--- src/rtl/fcd_pkg.sv ---
package fcd_pkg;

  typedef enum logic [3:0] {
    ST_READ,
    ST_U1,
    ST_U2,
    ST_E_SET,
    ST_E_U1,
    ST_E_U2,
    ST_PRG_DATA,
    ST_BP_IDLE,
    ST_BP_PRG,
    ST_BP_RST,
    ST_OP_WAIT
  } fcd_state_e;

  localparam int N_OPS = 3;

  typedef enum logic [1:0] {
    OP_PROG = 2'd0,
    OP_CHIP = 2'd1,
    OP_SECT = 2'd2
  } fcd_op_e;

  typedef struct packed {
    logic unlock1;
    logic unlock2;
    logic std_prog;
    logic bp_enter;
    logic er_setup;
    logic chip_er;
    logic sect_er;
    logic bp_prog;
    logic bp_rst1;
    logic bp_rst2;
  } fcd_match_t;

endpackage

--- src/rtl/fcd_cycle_match.sv ---
module fcd_cycle_match
  import fcd_pkg::*;
#(
  parameter int ADDR_W     = 19,
  parameter int CMD_ADDR_W = 11
) (
  input  logic [ADDR_W-1:0] wr_addr,
  input  logic [7:0]        wr_data,
  output fcd_match_t        hit
);

  localparam logic [CMD_ADDR_W-1:0] A_FIRST  = CMD_ADDR_W'('h555);
  localparam logic [CMD_ADDR_W-1:0] A_SECOND = CMD_ADDR_W'('h2AA);

  logic [CMD_ADDR_W-1:0] key;
  logic at_first;
  logic at_second;

  assign key       = wr_addr[CMD_ADDR_W-1:0];
  assign at_first  = (key == A_FIRST);
  assign at_second = (key == A_SECOND);

  always_comb begin
    hit.unlock1  = at_first  && (wr_data == 8'hAA);
    hit.unlock2  = at_second && (wr_data == 8'h55);
    hit.std_prog = at_first  && (wr_data == 8'hA0);
    hit.bp_enter = at_first  && (wr_data == 8'h20);
    hit.er_setup = at_first  && (wr_data == 8'h80);
    hit.chip_er  = at_first  && (wr_data == 8'h10);
    hit.sect_er  = (wr_data == 8'h30);
    hit.bp_prog  = (wr_data == 8'hA0);
    hit.bp_rst1  = (wr_data == 8'h90);
    hit.bp_rst2  = (wr_data == 8'h00);
  end

endmodule

--- src/rtl/fcd_seq_fsm.sv ---
module fcd_seq_fsm
  import fcd_pkg::*;
(
  input  logic       clk,
  input  logic       rst_n,
  input  logic       wr_en,
  input  logic       busy,
  input  logic       done,
  input  fcd_match_t hit,
  output logic       fire,
  output fcd_op_e    fire_op,
  output logic       read_mode,
  output logic       bypass_active,
  output logic       op_pending
);

  fcd_state_e st_q, st_d;
  logic       byp_q, byp_d;
  logic       take;

  assign take = wr_en && !busy;

  always_comb begin
    st_d    = st_q;
    byp_d   = byp_q;
    fire    = 1'b0;
    fire_op = OP_PROG;
    if (st_q == ST_OP_WAIT) begin
      if (done) st_d = byp_q ? ST_BP_IDLE : ST_READ;
    end else if (take) begin
      unique case (st_q)
        ST_READ:     st_d = hit.unlock1 ? ST_U1 : ST_READ;
        ST_U1:       st_d = hit.unlock2 ? ST_U2 : ST_READ;
        ST_U2: begin
          if (hit.std_prog)      st_d = ST_PRG_DATA;
          else if (hit.er_setup) st_d = ST_E_SET;
          else if (hit.bp_enter) begin
            st_d  = ST_BP_IDLE;
            byp_d = 1'b1;
          end else               st_d = ST_READ;
        end
        ST_E_SET:    st_d = hit.unlock1 ? ST_E_U1 : ST_READ;
        ST_E_U1:     st_d = hit.unlock2 ? ST_E_U2 : ST_READ;
        ST_E_U2: begin
          if (hit.chip_er) begin
            st_d    = ST_OP_WAIT;
            fire    = 1'b1;
            fire_op = OP_CHIP;
          end else if (hit.sect_er) begin
            st_d    = ST_OP_WAIT;
            fire    = 1'b1;
            fire_op = OP_SECT;
          end else   st_d = ST_READ;
        end
        ST_PRG_DATA, ST_BP_PRG: begin
          st_d    = ST_OP_WAIT;
          fire    = 1'b1;
          fire_op = OP_PROG;
        end
        ST_BP_IDLE: begin
          if (hit.bp_prog)      st_d = ST_BP_PRG;
          else if (hit.bp_rst1) st_d = ST_BP_RST;
          else                  st_d = ST_BP_IDLE;
        end
        ST_BP_RST: begin
          if (hit.bp_rst2) begin
            st_d  = ST_READ;
            byp_d = 1'b0;
          end else st_d = ST_BP_IDLE;
        end
        default:     st_d = ST_READ;
      endcase
    end
  end

  always_ff @(posedge clk or negedge rst_n) begin
    if (!rst_n) begin
      st_q  <= ST_READ;
      byp_q <= 1'b0;
    end else begin
      st_q  <= st_d;
      byp_q <= byp_d;
    end
  end

  assign read_mode     = (st_q == ST_READ);
  assign bypass_active = byp_q;
  assign op_pending    = (st_q == ST_OP_WAIT);

endmodule

--- src/rtl/fcd_op_latch.sv ---
module fcd_op_latch
  import fcd_pkg::*;
#(
  parameter int ADDR_W = 19
) (
  input  logic              clk,
  input  logic              rst_n,
  input  logic              fire,
  input  fcd_op_e           fire_op,
  input  logic [ADDR_W-1:0] wr_addr,
  input  logic [7:0]        wr_data,
  output logic [N_OPS-1:0]  stb,
  output logic [ADDR_W-1:0] op_addr,
  output logic [7:0]        op_data
);

  for (genvar k = 0; k < N_OPS; k++) begin : g_stb
    logic sel;
    assign sel = fire && (fire_op == fcd_op_e'(k));
    always_ff @(posedge clk or negedge rst_n) begin
      if (!rst_n) stb[k] <= 1'b0;
      else        stb[k] <= sel;
    end
  end

  always_ff @(posedge clk or negedge rst_n) begin
    if (!rst_n) begin
      op_addr <= '0;
      op_data <= '0;
    end else if (fire) begin
      op_addr <= wr_addr;
      op_data <= wr_data;
    end
  end

endmodule

--- src/rtl/flash_cmd_decoder.sv ---
module flash_cmd_decoder
  import fcd_pkg::*;
#(
  parameter int ADDR_W     = 19,
  parameter int CMD_ADDR_W = 11
) (
  input  logic              clk,
  input  logic              rst_n,
  input  logic              wr_en,
  input  logic [ADDR_W-1:0] wr_addr,
  input  logic [7:0]        wr_data,
  input  logic              busy,
  input  logic              done,
  output logic              prog_stb,
  output logic              chip_erase_stb,
  output logic              sector_erase_stb,
  output logic [ADDR_W-1:0] op_addr,
  output logic [7:0]        op_data,
  output logic              read_mode,
  output logic              bypass_active,
  output logic              op_pending
);

  logic [1:0]       rst_sync_q;
  logic             rst_core_n;
  fcd_match_t       hit;
  logic             fire;
  fcd_op_e          fire_op;
  logic [N_OPS-1:0] stb;

  always_ff @(posedge clk or negedge rst_n) begin
    if (!rst_n) rst_sync_q <= 2'b00;
    else        rst_sync_q <= {rst_sync_q[0], 1'b1};
  end
  assign rst_core_n = rst_sync_q[1];

  fcd_cycle_match #(.ADDR_W(ADDR_W), .CMD_ADDR_W(CMD_ADDR_W)) u_match (
    .wr_addr (wr_addr),
    .wr_data (wr_data),
    .hit     (hit)
  );

  fcd_seq_fsm u_fsm (
    .clk           (clk),
    .rst_n         (rst_core_n),
    .wr_en         (wr_en),
    .busy          (busy),
    .done          (done),
    .hit           (hit),
    .fire          (fire),
    .fire_op       (fire_op),
    .read_mode     (read_mode),
    .bypass_active (bypass_active),
    .op_pending    (op_pending)
  );

  fcd_op_latch #(.ADDR_W(ADDR_W)) u_latch (
    .clk     (clk),
    .rst_n   (rst_core_n),
    .fire    (fire),
    .fire_op (fire_op),
    .wr_addr (wr_addr),
    .wr_data (wr_data),
    .stb     (stb),
    .op_addr (op_addr),
    .op_data (op_data)
  );

  assign prog_stb         = stb[OP_PROG];
  assign chip_erase_stb   = stb[OP_CHIP];
  assign sector_erase_stb = stb[OP_SECT];

endmodule

--- config.mk ---
export PLATFORM = sky130hd
export DESIGN_NAME = flash_cmd_decoder
export DESIGN_NICKNAME = d
export VERILOG_FILES = /design/src/rtl/fcd_pkg.sv /design/src/rtl/fcd_cycle_match.sv /design/src/rtl/fcd_seq_fsm.sv /design/src/rtl/fcd_op_latch.sv /design/src/rtl/flash_cmd_decoder.sv
export SDC_FILE = /design/constraint.sdc
export NUM_CORES = 1
export LEC_CHECK = 0
export ABC_AREA = 1
export CAP_MARGIN = 10
export CELL_PAD_IN_SITES_DETAIL_PLACEMENT = 1
export CELL_PAD_IN_SITES_GLOBAL_PLACEMENT = 1
export CORE_ASPECT_RATIO = 0.8
export CORE_MARGIN = 3
export CORE_UTILIZATION = 35
export DETAILED_ROUTE_END_ITERATION = 10
export DONT_BUFFER_PORTS = 1
export GPL_TIMING_DRIVEN = 0
export PLACE_DENSITY = 0.75
export SETUP_SLACK_MARGIN = 0.2
export SLEW_MARGIN = 30
export SYNTH_ARGS = -nofsm -noshare
export SYNTH_HDL_FRONTEND = slang
export SYNTH_SLANG_ARGS = --single-unit
--- constraint.sdc ---
create_clock -name clk -period 1.5 [get_ports clk]
set_input_delay 0.225 -clock clk [delete_from_list [all_inputs] [get_ports clk]]
set_output_delay 0.225 -clock clk [all_outputs]
set_load 0.02 [all_outputs]
==> results of run 1 <==
## flip-flops by register name, summed over array words and instances, names as in the netlist
signal and cells:
u_latch.op_addr 19, rst_sync_q 2, u_latch.op_data 8, u_latch.stb 3
u_fsm.bypass_active 1, u_fsm.st_q 4
## cells in the final DEF, fill, tap and decap left out, drive strengths merged, types with 2 or more instances in the layout
cell type,n
a21oi,2
buf,25
clkbuf,12
dfrtp,37
inv,32
nand2,97
nand3,31
nand4,4
nor2,33
nor3,2
o21a,2
o21ai,14
or2,2
## stage by stage
stage	setup WS [ns]	hold WS, ns	instances	setup TNS [ns]
5_1_grt	-0.05139	0.04969	375	-1.025
6_report	0.01500	0.05841	375	0
2_1_floorplan	0.1987	-0.07059	267	0
4_1_cts	0.05719	0.05507	365	0
3_3_place_gp	-0.07792	-0.07054	342	-2.728
3_5_place_dp	-0.04477	-0.07054	343	-0.3053
## power breakdown
| part | switching [mW] | leakage, nW | internal (mW) |
|---|---|---|---|
| clock | 0.375 | 0.0424 | 0.332 |
| combinational | 1.00 | 0.874 | 0.838 |
| sequential | 0.922 | 0.459 | 1.42 |
| total | 2.30 | 1.38 | 2.59 |
## final timing paths
check                      cells after the start  slack [ns]                 end     startpoint
max                                            8        0.01  u_latch.op_addr[2]  u_fsm.st_q[2]
min                                            2        0.06  u_latch.op_data[2]     wr_data[2]
max reg2reg                                    8        0.01  u_latch.op_addr[2]  u_fsm.st_q[2]
min reg2reg                                    0        0.20  u_latch.op_addr[8]  rst_sync_q[1]
max in group asynchronous                      1        0.83       u_fsm.st_q[0]  rst_sync_q[1]
min in group asynchronous                      1        0.15       rst_sync_q[0]          rst_n
## layer usage
layer / part of all wire / track usage
met2: 0.47 / 0.3005
met1: 0.44 / 0.2396
met4: 0.013 / 0.07131
met3: 0.073 / 0.07165
met5: 0 / 0
## worst max-delay path, cell delays in order, from the launching register on
cell and delay (ns):
dfrtp_2 0.48, nand2_4 0.12, inv_2 0.05, a22oi_2 0.19, nand2_4 0.17, nand2_4 0.15
buf_12 0.15, nand2_4 0.05, o21ai_2 0.06
## layout make-up
type	instances	area [um^2]	area share
buffer	7	76.32	0.02785
timing repair buffer	24	270.3	0.09863
multi-input combinational	192	1162	0.4242
sequential	37	929.6	0.3393
inverter	32	122.6	0.04475
tap	75	93.84	0.03425
clock buffer	7	76.32	0.02785
clock inverter	1	8.758	0.003196
## logic make-up (layout without fill, tap and decap cells)
family | Yosys count | after routing | synth area share
flops | 37 | 37 | 0.4648
buf+inv | 39 | 71 | 0.08856
compound gates | 19 | 19 | 0.06847
other cells | 1 | 1 | 0.001883
simple gates | 171 | 172 | 0.3763
## repair_timing
item,in CTS,in global routing
endpoints found under the hold margin,2,0
cloned,0,5
pin swaps,17,16
hold buffers,1,0
buffers inserted,13,5
setup endpoints to repair,37,37
resized for setup,37,51
==> reports/metrics.yaml, run 1 <==
logic_synthesis:
  ys_seq_area_frac: 0.4648
  synth_cell_types: 26
  synth_edf_count: 0
  post-synth-top-count-cell: "nand2_1"
  yosys_warnings: 0
  synth.avg_cell_area_um2: 7.460
  synth_cells: 267
  synth_flop_cell: "dfrtp_1"
  ys_top_cells_by_count: "nand2_1 (89), dfrtp_1 (37), nand3_1 (31), inv_1 (29), nor2_1 (29)"
  synth_top_area_cell: "dfrtp_1"
  ys_async_sr_fraction: 1.000
  syn-num-nets: 299
  yosys-top-cells-area: "dfrtp_1 (46%), nand2_1 (17%), nand3_1 (7.8%)"
  netlist_area_um2: 1992
  ys_seq_elements: 37
  synth.top_cell.area_share: 0.4648
route:
  wl_per_cell_um: 17.82
  remaining_drc_errors: 0
  drt_iter0_drc: 77
  routed-via-count: 1916
  detail-route-antenna-nets: 0
  routed_wl_mm: 6.684
  vias_per_cell: 5.109
  drt_first_pass_iters: 4
pwr:
  peakVddDrop_uv: 501.3
  powerDensity_nw_per_um2: 1786
  total_leakage_power_nw: 1.375
  finalPower_mw: 4.893
timing:
  fin_crit_ns: 1.485
  fin_crit_sh: 0.9900
  fmax_mhz: 673.4
  maxSlewViolCount: 0
  rsz0062_at_grt: "true"
  finalSetupViolCount: 0
  final.setup_skew_ns: 0.009590
  finalHoldViolCount: 0
floorplan:
  die_y_um: 73.48
  num_io_pins: 65
  dieWidth_um: 90.35
  core_area_um2: 5238
  rows: 23
  start_util: 0.3803
  fp.dieArea_um2: 6638
run:
  cap_violations: 0
final_layout:
  final_net_count: 331
  post-route-util: 0.5232
  design_area_um2: 2740
  syn_to_final_growth_pct: 37.56
  diodes: 0
  n_fill_cell: 628
  drive_gt1_frac: 0.3967
grt:
  grt_pass1_vias: 1890
  overflow: 0
  antenna_found_initial: 0
  grt_usage: 0.1901
  grt_pass1_wl_mm: 9.687
  grt_max_degree: 21
clock_network:
  path_clk_slew_ns: 0.08
  cts.sink_count: 37
  max-clock-path-buffers: 2
  clkLatencyLatePin_ns: 0.30
  cts_buffers: 5
  cts_tree: "done"
  h-tree-depth: 2
  cts-root-buf: "clkbuf_8"
setup_path:
  critPathLaunchType: "register"
  cp-end-kind: "register"
  crit_arrival_ns: 1.71
  cp_max_fo: 7
  criticalPathCategory: "register to register"
  crit_required_ns: 1.73
place:
  gp_congestion: 0.8741
  io_buffers: 0
  place_area_um2: 2132
  place_hpwl_mm: 4.416
status:
  status: "finished, final reports clean"
min_path:
  hold_path.class: "input pin to register"
(Power assumes the default switching activity.)
==> run 2: changes to the inputs <==
--- a/config.mk
+++ b/config.mk
@@ -6,6 +6,7 @@
 export NUM_CORES = 1
 export LEC_CHECK = 0
 export ABC_AREA = 1
+export ABC_CLOCK_PERIOD_IN_PS = 1500
 export CAP_MARGIN = 10
 export CELL_PAD_IN_SITES_DETAIL_PLACEMENT = 1
 export CELL_PAD_IN_SITES_GLOBAL_PLACEMENT = 1
@@ -15,9 +16,10 @@
 export DETAILED_ROUTE_END_ITERATION = 10
 export DONT_BUFFER_PORTS = 1
 export GPL_TIMING_DRIVEN = 0
-export PLACE_DENSITY = 0.75
+export PLACE_DENSITY = 0.76
 export SETUP_SLACK_MARGIN = 0.2
 export SLEW_MARGIN = 30
 export SYNTH_ARGS = -nofsm -noshare
 export SYNTH_HDL_FRONTEND = slang
+export SYNTH_HIERARCHICAL = 1
 export SYNTH_SLANG_ARGS = --single-unit
==> run 2 against run 1 <==
The flow now finishes with violations (setup timing). Synthesized area decreased by 0.44%. Via count shrank 1.5%. Synthesized cell count rose by 7.5%. Critical path depth is 2 higher. Design area down 0.69%. Count of clock-buffer cells in the layout is 2 lower.
==> reports/metrics.yaml, run 2 <==
status:
  status: "complete, but fails checks"
  violations: "setup timing"
setup_path:
  crit_required_ns: 1.68
  cp_max_fo: 7
  regToRegSetupSlack_ns: -0.12
  critPathLaunchType: "register"
  crit_arrival_ns: 1.80
  r2r_end: "u_latch/op_addr[16]"
  criticalPathCategory: "register to register"
  rr_startpoint: "u_fsm/st_q[0]"
  rr_worst_depth: 10
  cp-end-kind: "register"
clock_network:
  cts_tree: "done"
  path_clk_slew_ns: 0.08
  cts-root-buf: "clkbuf_8"
  cts_buffers: 5
  max-clock-path-buffers: 2
  h-tree-depth: 2
  clkLatencyLatePin_ns: 0.28
  cts.sink_count: 37
grt:
  grt_pass1_wl_mm: 9.853
  grt_pass1_vias: 2063
  grt_max_degree: 22
  overflow: 0
  antenna_found_initial: 0
  grt_usage: 0.1892
timing:
  finalHoldViolCount: 0
  finalSetupViolCount: 32
  setup_slack_ns: -0.1230
  fmax_mhz: 616.1
  final.setup_skew_ns: 0.006075
  fin_crit_sh: 1.082
  rsz0062_at_grt: "true"
  maxSlewViolCount: 0
  fin_crit_ns: 1.623
final_layout:
  mostFrequentLayoutCells: "nand2_1 (82), nor2_1 (35), nand2_2 (34)"
  largest_reg_flops: 19
  n_fill_cell: 672
  drive_gt1_frac: 0.3605
  diodes: 0
  multi_input_area_um2: 1140
  regArea_um2: 932.1
  syn_to_final_growth_pct: 37.22
  design_area_um2: 2721
  reg_top3: "u_latch/op_addr: 19 flops, u_latch/op_data: 8 flops, u_fsm/st_q: 4 flops"
  largest-register: "u_latch/op_addr"
  post-route-util: 0.5196
  final_net_count: 350
  final_common_cell: "nand2_1"
logic_synthesis:
  ys_seq_area_frac: 0.4669
  synth_flop_cell: "dfrtp_1"
  synthSimpleGateAreaFrac: 0.4246
  netlist_area_um2: 1983
  yosys.area_share.adder: 0
  synth.area.mux_share: 0
  synth-compound-area-share: 0.02713
  synth_edf_count: 0
  syn-num-nets: 319
  synth.top_cell.area_share: 0.4669
  synth_top_family_by_area: "simple AND/OR/NAND/NOR gates"
  post-synth-top-count-cell: "nand2_1"
  synth_cells: 287
  synth_xor_area_frac: 0
  ys_seq_elements: 37
  synth_cell_types: 21
  synth.avg_cell_area_um2: 6.910
  ys_async_sr_fraction: 1.000
  synth_top_area_cell: "dfrtp_1"
  yosys_warnings: 6
  yosys-top-cells-area: "dfrtp_1 (47%), nand2_1 (23%), nor2_1 (8.1%)"
  ys_top_cells_by_count: "nand2_1 (121), nor2_1 (43), dfrtp_1 (37), inv_1 (29), nand3_1 (14)"
route:
  routed_wl_mm: 6.086
  routed-via-count: 1888
  detail-route-antenna-nets: 0
  drt_first_pass_iters: 4
  drt_iter0_drc: 43
  vias_per_cell: 4.792
  remaining_drc_errors: 0
  wl_per_cell_um: 15.45
place:
  io_buffers: 0
  gp_congestion: 0.8298
  place_hpwl_mm: 4.267
  place_area_um2: 2132
floorplan:
  core_area_um2: 5238
  num_io_pins: 65
  dieWidth_um: 90.16
  die_y_um: 73.33
  start_util: 0.3786
  fp.dieArea_um2: 6611
  rows: 23
pwr:
  powerDensity_nw_per_um2: 1808
  peakVddDrop_uv: 1006
  total_leakage_power_nw: 1.338
  seqPwrFrac: 0.446
  pwr-share-comb: 0.347
  finalPower_mw: 4.921
  swShare: 0.4239
  p_int_mw: 2.835
  p_clk_frac: 0.207
  p_sw_mw: 2.086
min_path:
  hold_path.class: "input pin to register"
  hold_path_end: "u_latch/op_addr[14]"
  hold_start: "wr_addr[14]"
  hold_depth: 2
run:
  cap_violations: 0
run 2: cell types whose count changed after synthesis, sizes merged, moves of 3 or more:
| cell | previous run | this run |
|---|---|---|
| nand3 | 31 | 15 |
| o21ai | 14 | 6 |
| nand2 | 96 | 124 |
| nor3 | 2 | 5 |
| nor2 | 33 | 49 |
run 2: layout make-up:
class | count | share of cell area
buffer | 5 | 0.01793
sequential | 37 | 0.3425
clock inverter | 3 | 0.02391
timing repair buffer | 24 | 0.08736
tap | 75 | 0.03448
clock buffer | 5 | 0.02529
multi-input combinational | 211 | 0.4188
inverter | 34 | 0.04966
run 2: how the worst max path moves through the flow:
stage	from	endpoint	slack, ns	cells past startpoint
2_1_floorplan	wr_data[0]	u_latch/op_addr[0]	0.08	13
3_3_place_gp	wr_data[0]	u_latch/op_addr[5]	-0.28	13
3_5_place_dp	wr_data[0]	u_latch/op_data[6]	-0.36	13
4_1_cts	u_fsm/st_q[0]	u_latch/op_data[6]	-0.008	9
5_1_grt	u_fsm/st_q[0]	u_latch/op_addr[6]	-0.20	10
6_report	u_fsm/st_q[0]	u_latch/op_addr[16]	-0.12	10
run 2: kinds of logic (layout without fill, tap and decap cells):
kind of cell	Yosys count	count (layout)
simple gates	200	200
flops	37	37
other cells	1	1
buf+inv	39	71
compound gates	10	10
run 2: worst max-delay path, cell delays in order (launching register included):
cell	delay, ns
dfrtp_2	0.43
inv_2	0.07
nor2_4	0.16
nand2_4	0.08
nor2_4	0.15
nor2_4	0.06
nor2_4	0.20
inv_4	0.09
buf_12	0.16
nand2_2	0.06
nand2_2	0.06
run 2: layer usage:
layer | share of wire | track usage | wire length [um]
met5 | 0 | 0 | 0
met2 | 0.47 | 0.3121 | 2842
met1 | 0.45 | 0.2271 | 2739
met4 | 0.0053 | 0.04924 | 32
met3 | 0.078 | 0.08700 | 472
run 2: what timing repair did:
item / in CTS / in global routing
buffers inserted: 17 / 3
cloned: 2 / 0
endpoints found under the hold margin: 2 / 0
pin swaps: 13 / 22
hold buffers: 1 / 0
endpoints found under the setup margin: 36 / 37
gates resized for setup: 36 / 53
run 2: stage by stage:
step / setup TNS [ns] / setup WS, ns / cells / hold WS (ns)
CTS: -0.008787 / -0.007555 / 391 / 0.04144
global placement: -11.43 / -0.2798 / 362 / -0.07054
detailed placement: -9.278 / -0.3613 / 363 / -0.07054
global route: -5.673 / -0.1957 / 394 / 0.02900
floorplan: 0 / 0.07865 / 287 / -0.07059
finish: -2.850 / -0.1230 / 394 / 0.04747
run 2: power groups by stage:
stage / clock network, mW / registers (mW) / logic, mW
after floorplan: 0 / 2.04 / 0.724
after global placement: 0 / 2.14 / 0.857
after detailed placement: 0 / 2.14 / 0.932
after CTS: 1.05 / 2.13 / 1.36
after global routing: 1.11 / 2.25 / 1.88
final: 1.02 / 2.20 / 1.71
==> run 3: changes to the inputs <==
--- a/config.mk
+++ b/config.mk
@@ -17,6 +17,7 @@
 export DONT_BUFFER_PORTS = 1
 export GPL_TIMING_DRIVEN = 0
 export PLACE_DENSITY = 0.76
+export RECOVER_POWER = 100
 export SETUP_SLACK_MARGIN = 0.2
 export SLEW_MARGIN = 30
 export SYNTH_ARGS = -nofsm -noshare
==> run 3 against run 2 <==
The run still ends with setup timing left. Die area unchanged. Design area is 0.87% lower. Core utilization shrank 0.45 points. Non-clock buffer count is the same. Routed wire length did not move. Register-to-register slack about the same. Count of clock-buffer cells in the layout stayed put. Global-route usage stayed put. Hold slack got worse by 0.0012 ns. Critical path type unchanged. Critical endpoint unchanged. Highest routed layer unchanged.
==> reports/metrics.yaml, run 3 (synthesis results as in run 2) <==
timing:
  rsz0062_at_grt: "true"
  maxSlewViolCount: 0
  finalSetupViolCount: 33
  setup_slack_ns: -0.1261
  final.setup_skew_ns: 0.006886
  tightest_slew_ns: 0.6249
  hold_ws_ns: 0.04624
  fmax_mhz: 615.0
  fin_crit_sh: 1.084
  fin_crit_ns: 1.626
  finalHoldViolCount: 0
  max_slew_margin: 0.5834
pwr:
  peakVddDrop_uv: 1006
  p_clk_frac: 0.207
  p_sw_mw: 2.087
  pwr-share-comb: 0.346
  seqPwrFrac: 0.447
  p_int_mw: 2.828
  total_leakage_power_nw: 1.330
  finalPower_mw: 4.916
  swShare: 0.4246
  powerDensity_nw_per_um2: 1822
setup_path:
  slowest_delay_ns: 0.47
  regToRegSetupSlack_ns: -0.13
  crit_top_cell: "nand2_2"
  cpMaxStageDelayCell: "dfrtp_2"
  worst-path-buf-inv: 3
  crit_arrival_ns: 1.81
  critical-path-top-delay-family: "simple AND/OR/NAND/NOR gates"
  criticalPathCategory: "register to register"
  cp-end-kind: "register"
  cp_max_fo: 7
  path_cells: "inv_4 -> nand2_2 -> o21ai_2 -> nor2_4 -> nor2_4 -> inv_4 -> buf_12 -> nand2_2 -> nand2_2"
  crit_required_ns: 1.68
  critPathLaunchType: "register"
clock_network:
  cts-root-buf: "clkbuf_8"
  cts_buffers: 5
  cts_tree: "done"
  cts.sink_count: 37
  h-tree-depth: 2
  clkLatencyLatePin_ns: 0.28
  max-clock-path-buffers: 2
  path_clk_slew_ns: 0.08
route:
  dr_wl_met2_mm: 2.844
  wl_per_cell_um: 15.45
  remaining_drc_errors: 0
  drt_iter0_drc: 39
  routed-via-count: 1896
  drt_first_pass_iters: 4
  top_layer_used: "met4"
  detail-route-antenna-nets: 0
  vias_per_cell: 4.812
  routed_wl_mm: 6.086
  wl_met1_mm: 2.743
  wl_met3_um: 465
final_layout:
  reg_top3: "u_latch/op_addr: 19 flops, u_latch/op_data: 8 flops, u_fsm/st_q: 4 flops"
  drive_gt1_frac: 0.3574
  post-route-util: 0.5151
  instances_no_fill: 394
  n_fill_cell: 674
  largest-register: "u_latch/op_addr"
  largest_reg_flops: 19
  diodes: 0
  mostFrequentLayoutCells: "nand2_1 (82), nor2_1 (35), nand2_2 (34)"
  final_common_cell: "nand2_1"
  final_net_count: 350
  syn_to_final_growth_pct: 36.03
grt:
  grt_pass1_vias: 2063
  grt_max_degree: 22
  grt_pass1_wl_mm: 9.853
  grt_usage: 0.1892
  antenna_found_initial: 0
  overflow: 0
run:
  cap_violations: 0
place:
  io_buffers: 0
  place_hpwl_mm: 4.267
  post-place-cells: 363
  dpl_worst_slack_ns: -0.3613
  gp_congestion: 0.8298
floorplan:
  rows: 23
  fp.dieArea_um2: 6611
  dieWidth_um: 90.16
  die_y_um: 73.33
  core_area_um2: 5238
  num_io_pins: 65
  start_util: 0.3786
min_path:
  hold_path.class: "input pin to register"
status:
  status: "complete, but fails checks"
  violations: "setup timing"
-- run 3: changes by cell type in the layout (fill, tap and decap cells not counted), sizes merged --
cell / delta
clkbuf: +1
buf: -1
-- run 3: cell type report --
class / count / area [um^2] / share of cell area
Multi-Input combinational cell: 211 / 1140 / 0.4225
Sequential cell: 37 / 930.9 / 0.3451
Timing Repair Buffer: 24 / 215.2 / 0.07978
Inverter: 34 / 135.1 / 0.05009
Tap cell: 75 / 93.84 / 0.03479
Clock buffer: 5 / 68.82 / 0.02551
Clock inverter: 3 / 65.06 / 0.02412
Buffer: 5 / 48.80 / 0.01809
-- run 3: worst register-to-register path, cell delays in order (launching register included) --
cell and delay, ns:
dfrtp_2 0.47, inv_4 0.11, nand2_2 0.08, o21ai_2 0.23
nor2_4 0.08, nor2_4 0.20, inv_4 0.09, buf_12 0.16
nand2_2 0.06, nand2_2 0.06
-- run 3: power groups by stage --
stage	sequential [mW]	combinational, mW	clock, mW
3_5_place_dp	2.14	0.932	0
4_1_cts	2.13	1.36	1.05
2_1_floorplan	2.04	0.724	0
6_report	2.19	1.70	1.02
5_1_grt	2.25	1.88	1.11
3_3_place_gp	2.14	0.857	0
-- run 3: path summary, 6_finish.rpt --
check / cells past startpoint / from / to
setup / recovery: 9 / u_fsm/st_q[3] / u_latch/op_addr[16]
hold / removal: 2 / wr_addr[14] / u_latch/op_addr[14]
setup reg to reg: 9 / u_fsm/st_q[3] / u_latch/op_addr[16]
hold reg to reg: 0 / rst_sync_q[1] / u_latch/op_addr[14]
max in group asynchronous: 1 / rst_sync_q[1] / u_latch/op_addr[1]
min in group asynchronous: 1 / rst_n / rst_sync_q[1]
-- run 3: timing repair --
item | in CTS | in global routing
resized for setup | 36 | 53
endpoints found under the setup margin | 36 | 37
pin swaps | 13 | 22
buffers inserted | 17 | 3
hold endpoints to repair | 2 | 0
hold buffers | 1 | 0
cloned | 2 | 0
-- run 3: through the flow --
stage          area (um^2)  setup TNS, ns
3_3_place_gp          2103         -11.43
5_1_grt               2698         -5.673
6_report              2698         -2.981
2_1_floorplan         2009              0
4_1_cts               2539      -0.008787
3_5_place_dp          2132         -9.278
-- run 3: routing by layer --
layer | track usage | vias to the layer above
met5 | 0 | -
met4 | 0.04924 | 0
met2 | 0.3121 | 55
li1 | - | 928
met3 | 0.08700 | 4
met1 | 0.2271 | 909
